===== src/rtl/alarm_cmp_pkg.sv =====
package alarm_cmp_pkg;
  parameter int unsigned BYTE_W     = 8;
  parameter int unsigned FIELD_W    = BYTE_W - 1;
  parameter int unsigned WDAY_W     = 3;
  parameter int unsigned MDAY_W     = 6;
  parameter int unsigned NUM_ALARMS = 2;
  parameter int unsigned RATE_W     = 2;
  parameter int unsigned NUM_TAPS   = 1 << RATE_W;
  parameter int unsigned CTL_W      = RATE_W + 1 + NUM_ALARMS;

  localparam int unsigned MASK_BIT = BYTE_W - 1;
  localparam int unsigned SEL_BIT  = BYTE_W - 2;

  typedef struct packed {
    logic [FIELD_W-1:0] sec;
    logic [FIELD_W-1:0] min;
    logic [FIELD_W-1:0] hour;
    logic [WDAY_W-1:0]  wday;
    logic [MDAY_W-1:0]  mday;
  } tod_t;

  typedef struct packed {
    logic [BYTE_W-1:0] sec;
    logic [BYTE_W-1:0] min;
    logic [BYTE_W-1:0] hour;
    logic [BYTE_W-1:0] dday;
  } alarm_set_t;

  typedef struct packed {
    logic [NUM_ALARMS-1:0] en;
    logic                  irq_mode;
    logic [RATE_W-1:0]     rate;
  } ctl_t;

  localparam ctl_t CTL_RESET = '{en: '0, irq_mode: 1'b1, rate: '1};

  function automatic logic field_ok(logic [BYTE_W-1:0] alm, logic [FIELD_W-1:0] cur);
    return alm[MASK_BIT] | (alm[FIELD_W-1:0] == cur);
  endfunction
endpackage


===== src/rtl/alarm_matcher.sv =====
module alarm_matcher
  import alarm_cmp_pkg::*;
(
  input  tod_t       tod_i,
  input  alarm_set_t alm_i,
  output logic       hit_o
);
  logic [MDAY_W-1:0] dd_ref;
  logic sec_ok, min_ok, hour_ok, dd_ok;

  always_comb begin
    dd_ref  = alm_i.dday[SEL_BIT] ? MDAY_W'(tod_i.wday) : tod_i.mday;
    dd_ok   = alm_i.dday[MASK_BIT] | (alm_i.dday[MDAY_W-1:0] == dd_ref);
    sec_ok  = field_ok(alm_i.sec, tod_i.sec);
    min_ok  = field_ok(alm_i.min, tod_i.min);
    // raw hour byte: mode and PM bits take part in the compare
    hour_ok = field_ok(alm_i.hour, tod_i.hour);
    hit_o   = sec_ok & min_ok & hour_ok & dd_ok;
  end
endmodule


===== src/rtl/alarm_flag.sv =====
module alarm_flag (
  input  logic clk_i,
  input  logic rst_ni,
  input  logic tick_i,
  input  logic hit_i,
  input  logic clr_i,
  output logic flag_o
);
  always_ff @(posedge clk_i or negedge rst_ni) begin
    if (!rst_ni)              flag_o <= 1'b0;
    else if (tick_i && hit_i) flag_o <= 1'b1;  // set beats clear
    else if (clr_i)           flag_o <= 1'b0;
  end
endmodule


===== src/rtl/alarm_ctl_reg.sv =====
module alarm_ctl_reg
  import alarm_cmp_pkg::*;
(
  input  logic             clk_i,
  input  logic             rst_ni,
  input  logic             we_i,
  input  logic [CTL_W-1:0] wdata_i,
  output ctl_t             ctl_o
);
  always_ff @(posedge clk_i or negedge rst_ni) begin
    if (!rst_ni)   ctl_o <= CTL_RESET;
    else if (we_i) ctl_o <= ctl_t'(wdata_i);
  end
endmodule


===== src/rtl/alarm_pin_mux.sv =====
module alarm_pin_mux
  import alarm_cmp_pkg::*;
(
  input  logic [NUM_ALARMS-1:0] flags_i,
  input  ctl_t                  ctl_i,
  input  logic [NUM_TAPS-1:0]   taps_i,
  output logic                  pin_no
);
  always_comb begin
    if (ctl_i.irq_mode) pin_no = ~|(flags_i & ctl_i.en);
    else                pin_no = taps_i[ctl_i.rate];
  end
endmodule


===== src/rtl/alarm_irq_unit.sv =====
module alarm_irq_unit
  import alarm_cmp_pkg::*;
(
  input  logic                  clk_i,
  input  logic                  rst_ni,
  input  logic                  tick_i,
  input  logic [FIELD_W-1:0]    sec_i,
  input  logic [FIELD_W-1:0]    min_i,
  input  logic [FIELD_W-1:0]    hour_i,
  input  logic [WDAY_W-1:0]     wday_i,
  input  logic [MDAY_W-1:0]     mday_i,
  input  logic [BYTE_W-1:0]     a1_sec_i,
  input  logic [BYTE_W-1:0]     a1_min_i,
  input  logic [BYTE_W-1:0]     a1_hour_i,
  input  logic [BYTE_W-1:0]     a1_dday_i,
  input  logic [BYTE_W-1:0]     a2_min_i,
  input  logic [BYTE_W-1:0]     a2_hour_i,
  input  logic [BYTE_W-1:0]     a2_dday_i,
  input  logic                  ctl_we_i,
  input  logic [CTL_W-1:0]      ctl_wdata_i,
  input  logic                  flag_we_i,
  input  logic [NUM_ALARMS-1:0] flag_wdata_i,
  input  logic [NUM_TAPS-1:0]   sqw_taps_i,
  output logic                  alarm1_flag_o,
  output logic                  alarm2_flag_o,
  output logic                  int_sqw_no
);
  tod_t                  tod;
  alarm_set_t            alm [NUM_ALARMS];
  logic [NUM_ALARMS-1:0] hit;
  logic [NUM_ALARMS-1:0] flags;
  ctl_t                  ctl;

  assign tod = '{sec: sec_i, min: min_i, hour: hour_i, wday: wday_i, mday: mday_i};

  // alarm 2 has no seconds byte: an unmasked zero pins it to second 00
  assign alm[0] = '{sec: a1_sec_i, min: a1_min_i, hour: a1_hour_i, dday: a1_dday_i};
  assign alm[1] = '{sec: '0,       min: a2_min_i, hour: a2_hour_i, dday: a2_dday_i};

  for (genvar g = 0; g < NUM_ALARMS; g++) begin : g_alarm
    alarm_matcher u_match (
      .tod_i (tod),
      .alm_i (alm[g]),
      .hit_o (hit[g])
    );
    alarm_flag u_flag (
      .clk_i  (clk_i),
      .rst_ni (rst_ni),
      .tick_i (tick_i),
      .hit_i  (hit[g]),
      .clr_i  (flag_we_i & ~flag_wdata_i[g]),
      .flag_o (flags[g])
    );
  end

  alarm_ctl_reg u_ctl (
    .clk_i   (clk_i),
    .rst_ni  (rst_ni),
    .we_i    (ctl_we_i),
    .wdata_i (ctl_wdata_i),
    .ctl_o   (ctl)
  );

  alarm_pin_mux u_pin (
    .flags_i (flags),
    .ctl_i   (ctl),
    .taps_i  (sqw_taps_i),
    .pin_no  (int_sqw_no)
  );

  assign alarm1_flag_o = flags[0];
  assign alarm2_flag_o = flags[1];
endmodule


===== config.mk =====
export PLATFORM = sky130hd
export DESIGN_NAME = alarm_irq_unit
export DESIGN_NICKNAME = d
export VERILOG_FILES = /design/src/rtl/alarm_cmp_pkg.sv /design/src/rtl/alarm_matcher.sv /design/src/rtl/alarm_flag.sv /design/src/rtl/alarm_ctl_reg.sv /design/src/rtl/alarm_pin_mux.sv /design/src/rtl/alarm_irq_unit.sv
export SDC_FILE = /design/constraint.sdc
export NUM_CORES = 1
export LEC_CHECK = 0
export BUFFER_PORTS_ARGS = -buffer_cell sky130_fd_sc_hd__buf_4
export CAP_MARGIN = 30
export CORE_ASPECT_RATIO = 0.75
export CORE_MARGIN = 10
export CORE_UTILIZATION = 31
export CTS_CLUSTER_DIAMETER = 120
export DETAILED_ROUTE_END_ITERATION = 10
export GPL_TIMING_DRIVEN = 0
export HOLD_SLACK_MARGIN = 0.06
export PLACE_DENSITY = 0.76
export SYNTH_ARGS = -nofsm -noshare
export SYNTH_HDL_FRONTEND = slang
export SYNTH_SLANG_ARGS = --single-unit

===== constraint.sdc =====
create_clock -name clk_i -period 1.5 [get_ports clk_i]
set_input_delay 0.225 -clock clk_i [delete_from_list [all_inputs] [get_ports clk_i]]
set_output_delay 0.225 -clock clk_i [all_outputs]
set_load 0.02 [all_outputs]

# After elaboration in Yosys (flattened, before gate mapping)
# Cells that the tools add are included.
dict set report word_totals {
  regBits 7
  latch_bits 0
  mem_bits_rw 0
  romBits 0
  in_bits 102
  output_inout_bits 3
  word_cells 47
  n_memories 0
}
dict set report op_classes {
  addsub 0
  n_mul 0
  n_div 0
  order_cmp 1
  eq_ne 7
  shift 0
  mux 9
  bitwise 18
  n_reduce_logical 7
}
# operator n
set ops {}
lappend ops {{$eq A7 B7 Y1} 5}
lappend ops {{$eq A6 B6 Y1} 2}
lappend ops {{$mux W6} 2}
lappend ops {{$and A1 B1 Y1} 8}
lappend ops {{$logic_not A7 Y1} 1}
lappend ops {{$or A1 B1 Y1} 7}
lappend ops {{$mux W1} 6}
lappend ops {{$reduce_bool A2 Y1} 2}
lappend ops {{$lt A2 B3 Y1 const B} 1}
lappend ops {{$and A2 B2 Y2} 1}
lappend ops {{$bmux W1 S2} 1}
lappend ops {{$logic_and A1 B1 Y1} 2}
lappend ops {{$not A1 Y1} 2}
lappend ops {{$reduce_or A2 Y1} 1}
lappend ops {{$logic_not A1 Y1} 1}

# Depth between registers and ports, before layout
# Gate-level depths: netlist of run 1.
dict set report logic_depth {
  word_depth 7
  mapped_depth 5
  ltp_nobuf 5
}

# By module
# From an unflattened synthesis of run 1, not the netlist that was laid out.
dict set report unflattened {
  cells_unflattened 120
  area_unflattened_um2 1116.1
}
# module instances cells_per_inst area_each_um2 seq_area_each_um2
set by_module_without_submodules {}
lappend by_module_without_submodules {alarm_matcher 2 48 387.9 0.0}
lappend by_module_without_submodules {alarm_ctl_reg 1 10 185.2 128.9}
lappend by_module_without_submodules {alarm_flag 2 4 41.3 25.0}
lappend by_module_without_submodules {alarm_pin_mux 1 3 41.3 0.0}
lappend by_module_without_submodules {alarm_irq_unit 1 3 31.3 0.0}

# Worst setup path before layout of run 1
# OpenSTA, ideal clock, no wires.
dict set report synth_timing {
  path_kind {reg2out}
  from {register u_ctl.ctl_o[0] in the netlist's numbering}
  to {output port int_sqw_no}
  t_arrival_ns 1.312
  required_time_ns 1.275
  setup_slack_ns -0.037
  stages_incl_launch_ff 3
  n_path_buf 0
  cell_sequence {dfstp_2 -> mux4_2 -> mux2_2}
}
dict set report synth_between {
  elab_chain_cells 3
}
# element line_no
set synth_lines {}
lappend synth_lines {{start: declaration} alarm_ctl_reg.sv:8} ;# output ctl_t ctl_o
lappend synth_lines {{start signal: assignment} alarm_ctl_reg.sv:12} ;# else if (we_i) ctl_o <= ctl_t'(wdata_i);
lappend synth_lines {{$bmux W1 S2} alarm_pin_mux.sv:11} ;# else pin_no = taps_i[ctl_i.rate];
lappend synth_lines {{$mux W1 (not written as such)} alarm_pin_mux.sv:11}
lappend synth_lines {{$mux W1} alarm_pin_mux.sv:10} ;# if (ctl_i.irq_mode) pin_no = ~|(flags_i & ctl_i.en);
lappend synth_lines {{end: declaration} alarm_irq_unit.sv:26} ;# output logic int_sqw_no
# Every way passes these cells. The select of a mux whose other input is x is not followed.

# Worst setup path after layout of run 1
# Ends and elaborated chain as after synthesis.

==> qor.csv, run 1 <==
stage;metric;value;unit
status;outcome;finished, violations left;
status;violations;negative setup slack;
sta;skew;0;ps
sta;finalMaxSlewViolations;0;
place;portBuffers;102;
clock_tree;cts_setup_buffers;0;
floorplanning;io_pins;105;
run;cap_violations;0;
global_route;grt_overflow_total;0;
critical_path;crit_type;register to primary output;
global_route;grt_pass1_wl;6.42;mm
sta;layout_min_cycle_time;1870;ps
clock_tree;clk_latency;220;ps
global_route;grt_pass1_vias;1467;
synth;ys_seq_elements;7;
drt;vias_per_cell;4.87;
critical_path;r2r_start;g_alarm[0].u_flag.flag_o$_DFFE_PN0P_;
clock_tree;htree_levels;1;
clock_tree;clk_pin_slew;40;ps
floorplanning;die_x;85.1;microns
floorplanning;core;3000;sq um
drt;initialDrtViolationCount;60;
place;place.gp.congestion;0.796;
drt;totalWireLength;4.22;mm
power_and_ir_drop;leakagePower;0.000885;uW
global_route;globalRouteTotalUtil;0.134;
clock_tree;cts_tree;built;
floorplanning;std_cell_rows;17;
clock_tree;cts_max_path_buffers;2;
cells_and_area;area_growth;88.9;%
synth;syn-cell-area;985;sq um
place;dp_hpwl;4.01;mm
critical_path;cp-end-kind;primary output;
synth;syn_nets;204;
critical_path;critPathRequiredTime;1270;ps
floorplanning;fp.dieH;68.8;microns
sta;timing.fmax;536;MHz
sta;timing.hold.ws;241;ps
critical_path;start_kind;register;
drt;routedWlPerCell;17.1;microns
floorplanning;die_area;5850;sq um
critical_path;ff2ff_path_depth;2;
clock_tree;clockRootBuffer;clkbuf_8;
sta;maxSlewHeadroom;0.764;
synth;ys_types;26;
hold_path;hold-path-endpoint;u_ctl.ctl_o[3]$_DFFE_PN0P_;
synth;syn_area_per_cell;9.65;sq um
drt;postRouteAntennaNets;0;
synth;syn_inst;102;
global_route;grt_antenna_before_repair;0;
critical_path;arrival;1640;ps
hold_path;hp-start;ctl_wdata_i[3];
drt;vias;1203;
power_and_ir_drop;p_per_area;505;nW/um^2
hold_path;hold_class;primary input to register;
sta;worstMarginPinSlew;353;ps
synth;yosys_warnings;0;
sta;rsz0062_at_grt;true;
clock_tree;numCtsBuffers;3;
cells_and_area;n_antenna_cell;0;
synth;seq_area_frac_synth;0.182;
power_and_ir_drop;max-vdd-ir-drop;311;uV
drt;firstDrtPassIters;4;
critical_path;timing.rr.end;g_alarm[0].u_flag.flag_o$_DFFE_PN0P_;
floorplanning;start_util;0.328;
critical_path;rrSetupSlack;740;ps
sta;setup_ws;-367;ps
cells_and_area;final_common_cell;buf_4;
cells_and_area;final_cell_mix;101 x buf_4, 28 x xor2_1, 19 x xnor2_1;
sta;setup_viol;1;
sta;hold_viol_final;0;
clock_tree;clock_sinks;7;
place;dp_worst_setup_slack;-157;ps
cells_and_area;drive_above_1_share;0.560;
global_route;grt_max_degree;8;
sta;fin_crit_sh;1.24;
power_and_ir_drop;power.total;940;uW
hold_path;whs_path_depth;2;
critical_path;cp_max_fo;2;
cells_and_area;final_nets;312;
drt;drc;0;
-- metrics by stage --
stage                     std cells  cell area, sq um  setup TNS [ps]   util
after floorplan                 102               988           -28.3      -
after global placement          242              1800            -159  0.601
after detailed placement        242              1800            -167  0.601
after CTS                       247              1860            -383  0.620
after global routing            247              1860            -420  0.620
final                           247              1860            -367  0.620
-- routing by layer --
layer	wire (microns)	global-route usage
met1	1550	0.134
met2	2230	0.252
met3	388	0.0550
met4	54	0.0471
met5	0	0
-- worst max-delay path, stage by stage, from the launching register on --
cell and delay [ps]:
dfstp_2 530, mux4_2 480, mux2_4 280, buf_6 130
-- registers in the layout (all words and copies together) (netlist names) --
name / cells
g_alarm.u_flag.flag_o: 2
u_ctl.ctl_o: 5
-- kinds of logic (layout without fill, tap and decap cells) --
| kind of cell | count (synthesis) | after routing | share of synthesized area |
|---|---|---|---|
| AO/OA/AOI/OAI | 18 | 18 | 0.147 |
| XOR/XNOR | 47 | 47 | 0.418 |
| buffers and inverters | 3 | 110 | 0.0127 |
| flip-flops | 7 | 7 | 0.182 |
| multiplexers | 11 | 11 | 0.132 |
| AND/OR/NAND/NOR | 16 | 16 | 0.108 |
-- Yosys cell counts (all sizes together) --
library cell   n  area, sq um
o32ai          4         35.0
mux2           6         67.6
xnor2         19          166
or2b           1         7.51
nor4b          1         8.76
a22oi          1         7.51
and4bb         1         12.5
o21ai          4         20.0
dfrtp          4          100
nand4          2         12.5
inv            1         3.75
a41o           1         10.0
o2111ai        1         8.76
nor2           3         11.3
clkbuf         2         8.75
a31oi          2         12.5
o41ai          1         16.3
mux2i          4         40.0
nand2b         1         6.26
a41oi          4         35.0
nor4           6         37.5
mux4           1         22.5
nor4bb         1         10.0
xor2          28          245
dfstp          3         78.8
-- power breakdown --
group	switching, uW	leakage, uW	internal [uW]
clock network	78.6	0.0000228	184
registers	10.3	0.0000824	212
logic	162	0.000780	293
-- how the worst max path moves through the flow --
stage	startpoint	to	slack (ps)	cells after the start
6_report	u_ctl.ctl_o[0]$_DFFE_PN1P_	int_sqw_no	-370	3
5_1_grt	u_ctl.ctl_o[0]$_DFFE_PN1P_	int_sqw_no	-420	3
4_1_cts	u_ctl.ctl_o[0]$_DFFE_PN1P_	int_sqw_no	-380	3
3_5_place_dp	u_ctl.ctl_o[0]$_DFFE_PN1P_	int_sqw_no	-160	3
3_3_place_gp	u_ctl.ctl_o[0]$_DFFE_PN1P_	int_sqw_no	-160	3
2_1_floorplan	u_ctl.ctl_o[0]$_DFFE_PN1P_	int_sqw_no	-30	2
-- area by class of cell --
cell class              count  area [sq um]
multi-input cells          92           797
clock buffers               4          45.0
inverters                   1          3.75
repair buffers            103           779
well taps                  38          47.5
plain buffers               2          8.76
flip-flops and latches      7           179
fillers                   265          1140
-- repair_timing --
item | CTS | global route
setup endpoints to repair | 1 | 1
hold endpoints to repair | 7 | 0
gates resized for setup | 1 | 0
pin swaps | 0 | 0
hold buffers | 1 | 0
Note: power is estimated with default switching activity, not from simulation.
==> inputs of run 2 (changes only) <==
BUFFER_PORTS_ARGS = -buffer_cell sky130_fd_sc_hd__buf_2   (was -buffer_cell sky130_fd_sc_hd__buf_4)
==> qor.csv, run 2 (synthesized netlist as in run 1, its figures left out) <==
stage;metric;value;unit;change
sta;setup_viol;1;;unchanged
cells_and_area;area_growth;63.3;%;
global_route;use_met1;0.130;;-0.00350
cells_and_area;final_common_cell;buf_2;;
global_route;grt_antenna_before_repair;0;;unchanged
global_route;met2_usage;0.202;;-0.0494
status;outcome;finished, violations left;;
sta;timing.fmax;536;MHz;about the same
drt;firstDrtPassIters;4;;unchanged
cells_and_area;largest_reg_flops;5;;unchanged
cells_and_area;reg_top3;u_ctl.ctl_o (5), g_alarm.u_flag.flag_o (2);;
cells_and_area;regMostFlops;u_ctl.ctl_o;;
critical_path;crit_path_cell_trace;mux4_2 > mux2_4 > buf_6;;
clock_tree;htree_levels;1;;unchanged
sta;timing.hold.ws;238;ps;-2.92 ps
drt;vias;1150;;-4.4%
critical_path;cp_max_fo;2;;unchanged
floorplanning;die_x;85.1;microns;unchanged
global_route;grt_overflow_total;0;;unchanged
drt;initialDrtViolationCount;40;;-33%
global_route;grt_pass1_vias;1338;;-8.8%
place;dp_hpwl;3.44;mm;-14%
critical_path;ff2ff_path_depth;2;;unchanged
hold_path;whs_path_depth;2;;unchanged
cells_and_area;n_antenna_cell;0;;unchanged
drt;routedWlPerCell;14.8;microns;-13%
clock_tree;clk_latency;220;ps;about the same
global_route;grt_pass1_wl;5.66;mm;-12%
floorplanning;start_util;0.328;;unchanged
cells_and_area;final_nets;312;;unchanged
place;dp_worst_setup_slack;-155;ps;+2.17 ps
clock_tree;clockRootBuffer;clkbuf_8;;
status;violations;negative setup slack;;
power_and_ir_drop;leakagePower;0.000799;uW;-9.7%
global_route;grt_most_used_layer;met2;;
critical_path;max_stage_delay;530;ps;about the same
floorplanning;fp.dieH;68.8;microns;unchanged
critical_path;critPathRequiredTime;1270;ps;about the same
sta;maxSlewHeadroom;0.784;;+0.0201
clock_tree;clk_pin_slew;40;ps;about the same
sta;finalMaxSlewViolations;0;;unchanged
global_route;grt_max_degree;8;;unchanged
floorplanning;std_cell_rows;17;;unchanged
critical_path;cp-end-kind;primary output;;
sta;rsz0062_at_grt;true;;
floorplanning;io_pins;105;;unchanged
clock_tree;cts_tree;built;;
run;cap_violations;0;;unchanged
drt;totalWireLength;3.66;mm;-13%
sta;fin_crit_sh;1.24;;about the same
hold_path;hold_class;primary input to register;;
drt;vias_per_cell;4.66;;-4.4%
power_and_ir_drop;max-vdd-ir-drop;215;uV;-31%
global_route;globalRouteTotalUtil;0.116;;-0.0179
drt;postRouteAntennaNets;0;;unchanged
sta;layout_min_cycle_time;1870;ps;-0.0370 ps
drt;drc;0;;unchanged
floorplanning;die_area;5850;sq um;unchanged
critical_path;cpMaxStageDelayCell;dfstp_2;;
floorplanning;core;3000;sq um;unchanged
sta;setup_ws;-367;ps;+0.0370 ps
cells_and_area;drive_above_1_share;0.560;;unchanged
sta;skew;0;ps;unchanged
place;place.gp.congestion;0.752;;-5.4%
critical_path;start_kind;register;;
clock_tree;numCtsBuffers;3;;unchanged
global_route;grt_util_met3;0.0457;;-0.00937
place;portBuffers;102;;unchanged
critical_path;crit_type;register to primary output;;
cells_and_area;final_util;0.536;;-0.0843
clock_tree;cts_max_path_buffers;2;;unchanged
critical_path;arrival;1640;ps;about the same
cells_and_area;final_cell_mix;101 x buf_2, 28 x xor2_1, 19 x xnor2_1;;
clock_tree;cts_setup_buffers;0;;unchanged
power_and_ir_drop;p_per_area;532;nW/um^2;+5.2%
clock_tree;clock_sinks;7;;unchanged
sta;hold_viol_final;0;;unchanged
sta;worstMarginPinSlew;324;ps;-29.0 ps
==> run 2: what timing repair did <==
item | in CTS | in global routing
endpoints found under the hold margin | 7 | 0
gates resized for setup | 2 | 0
hold buffers | 1 | 0
pin swaps | 0 | 0
endpoints found under the setup margin | 1 | 1
==> run 2: per-layer routing <==
metal	vias up	part of all wire
li1	597	-
met1	496	0.39
met2	55	0.51
met3	2	0.095
met4	0	0.0038
met5	-	0
==> run 2: path summary, 6_finish.rpt <==
kind	startpoint	endpoint	slack, ps
setup / recovery	u_ctl.ctl_o[0]$_DFFE_PN1P_	int_sqw_no	-370
hold / removal	ctl_wdata_i[4]	u_ctl.ctl_o[4]$_DFFE_PN0P_	240
setup reg to reg	g_alarm[0].u_flag.flag_o$_DFFE_PN0P_	g_alarm[0].u_flag.flag_o$_DFFE_PN0P_	750
hold reg to reg	u_ctl.ctl_o[4]$_DFFE_PN0P_	u_ctl.ctl_o[4]$_DFFE_PN0P_	500
max in group asynchronous	rst_ni	u_ctl.ctl_o[1]$_DFFE_PN1P_	910
min in group asynchronous	rst_ni	u_ctl.ctl_o[4]$_DFFE_PN0P_	370
==> run 2: area by class of cell <==
cell class                 instances  area, sq um
timing repair buffer             103          527
tap                               38         47.5
buffer                             2         8.76
multi-input combinational         92          797
inverter                           1         3.75
fill                             273         1390
sequential                         7          179
clock buffer                       4         45.0
==> run 2: critical path: cells and delay by family (launching register included) <==
family / cells / cell delay (ps)
mux: 2 / 760
buf+inv: 1 / 130
flops: 1 / 530
==> run 2: through the flow <==
stage	area [sq um]	setup TNS (ps)	std cells	power, uW
after CTS	1610	-380	247	869
after floorplan	988	-28.3	102	399
after global placement	1550	-156	242	587
final	1610	-367	247	855
after detailed placement	1550	-155	242	592
after global routing	1610	-414	247	925
==> run 2: power by group <==
part	internal, uW	switching (uW)	total [uW]
logic	220	155	375
clock network	183	75.5	259
registers	212	9.09	221
total	615	240	855
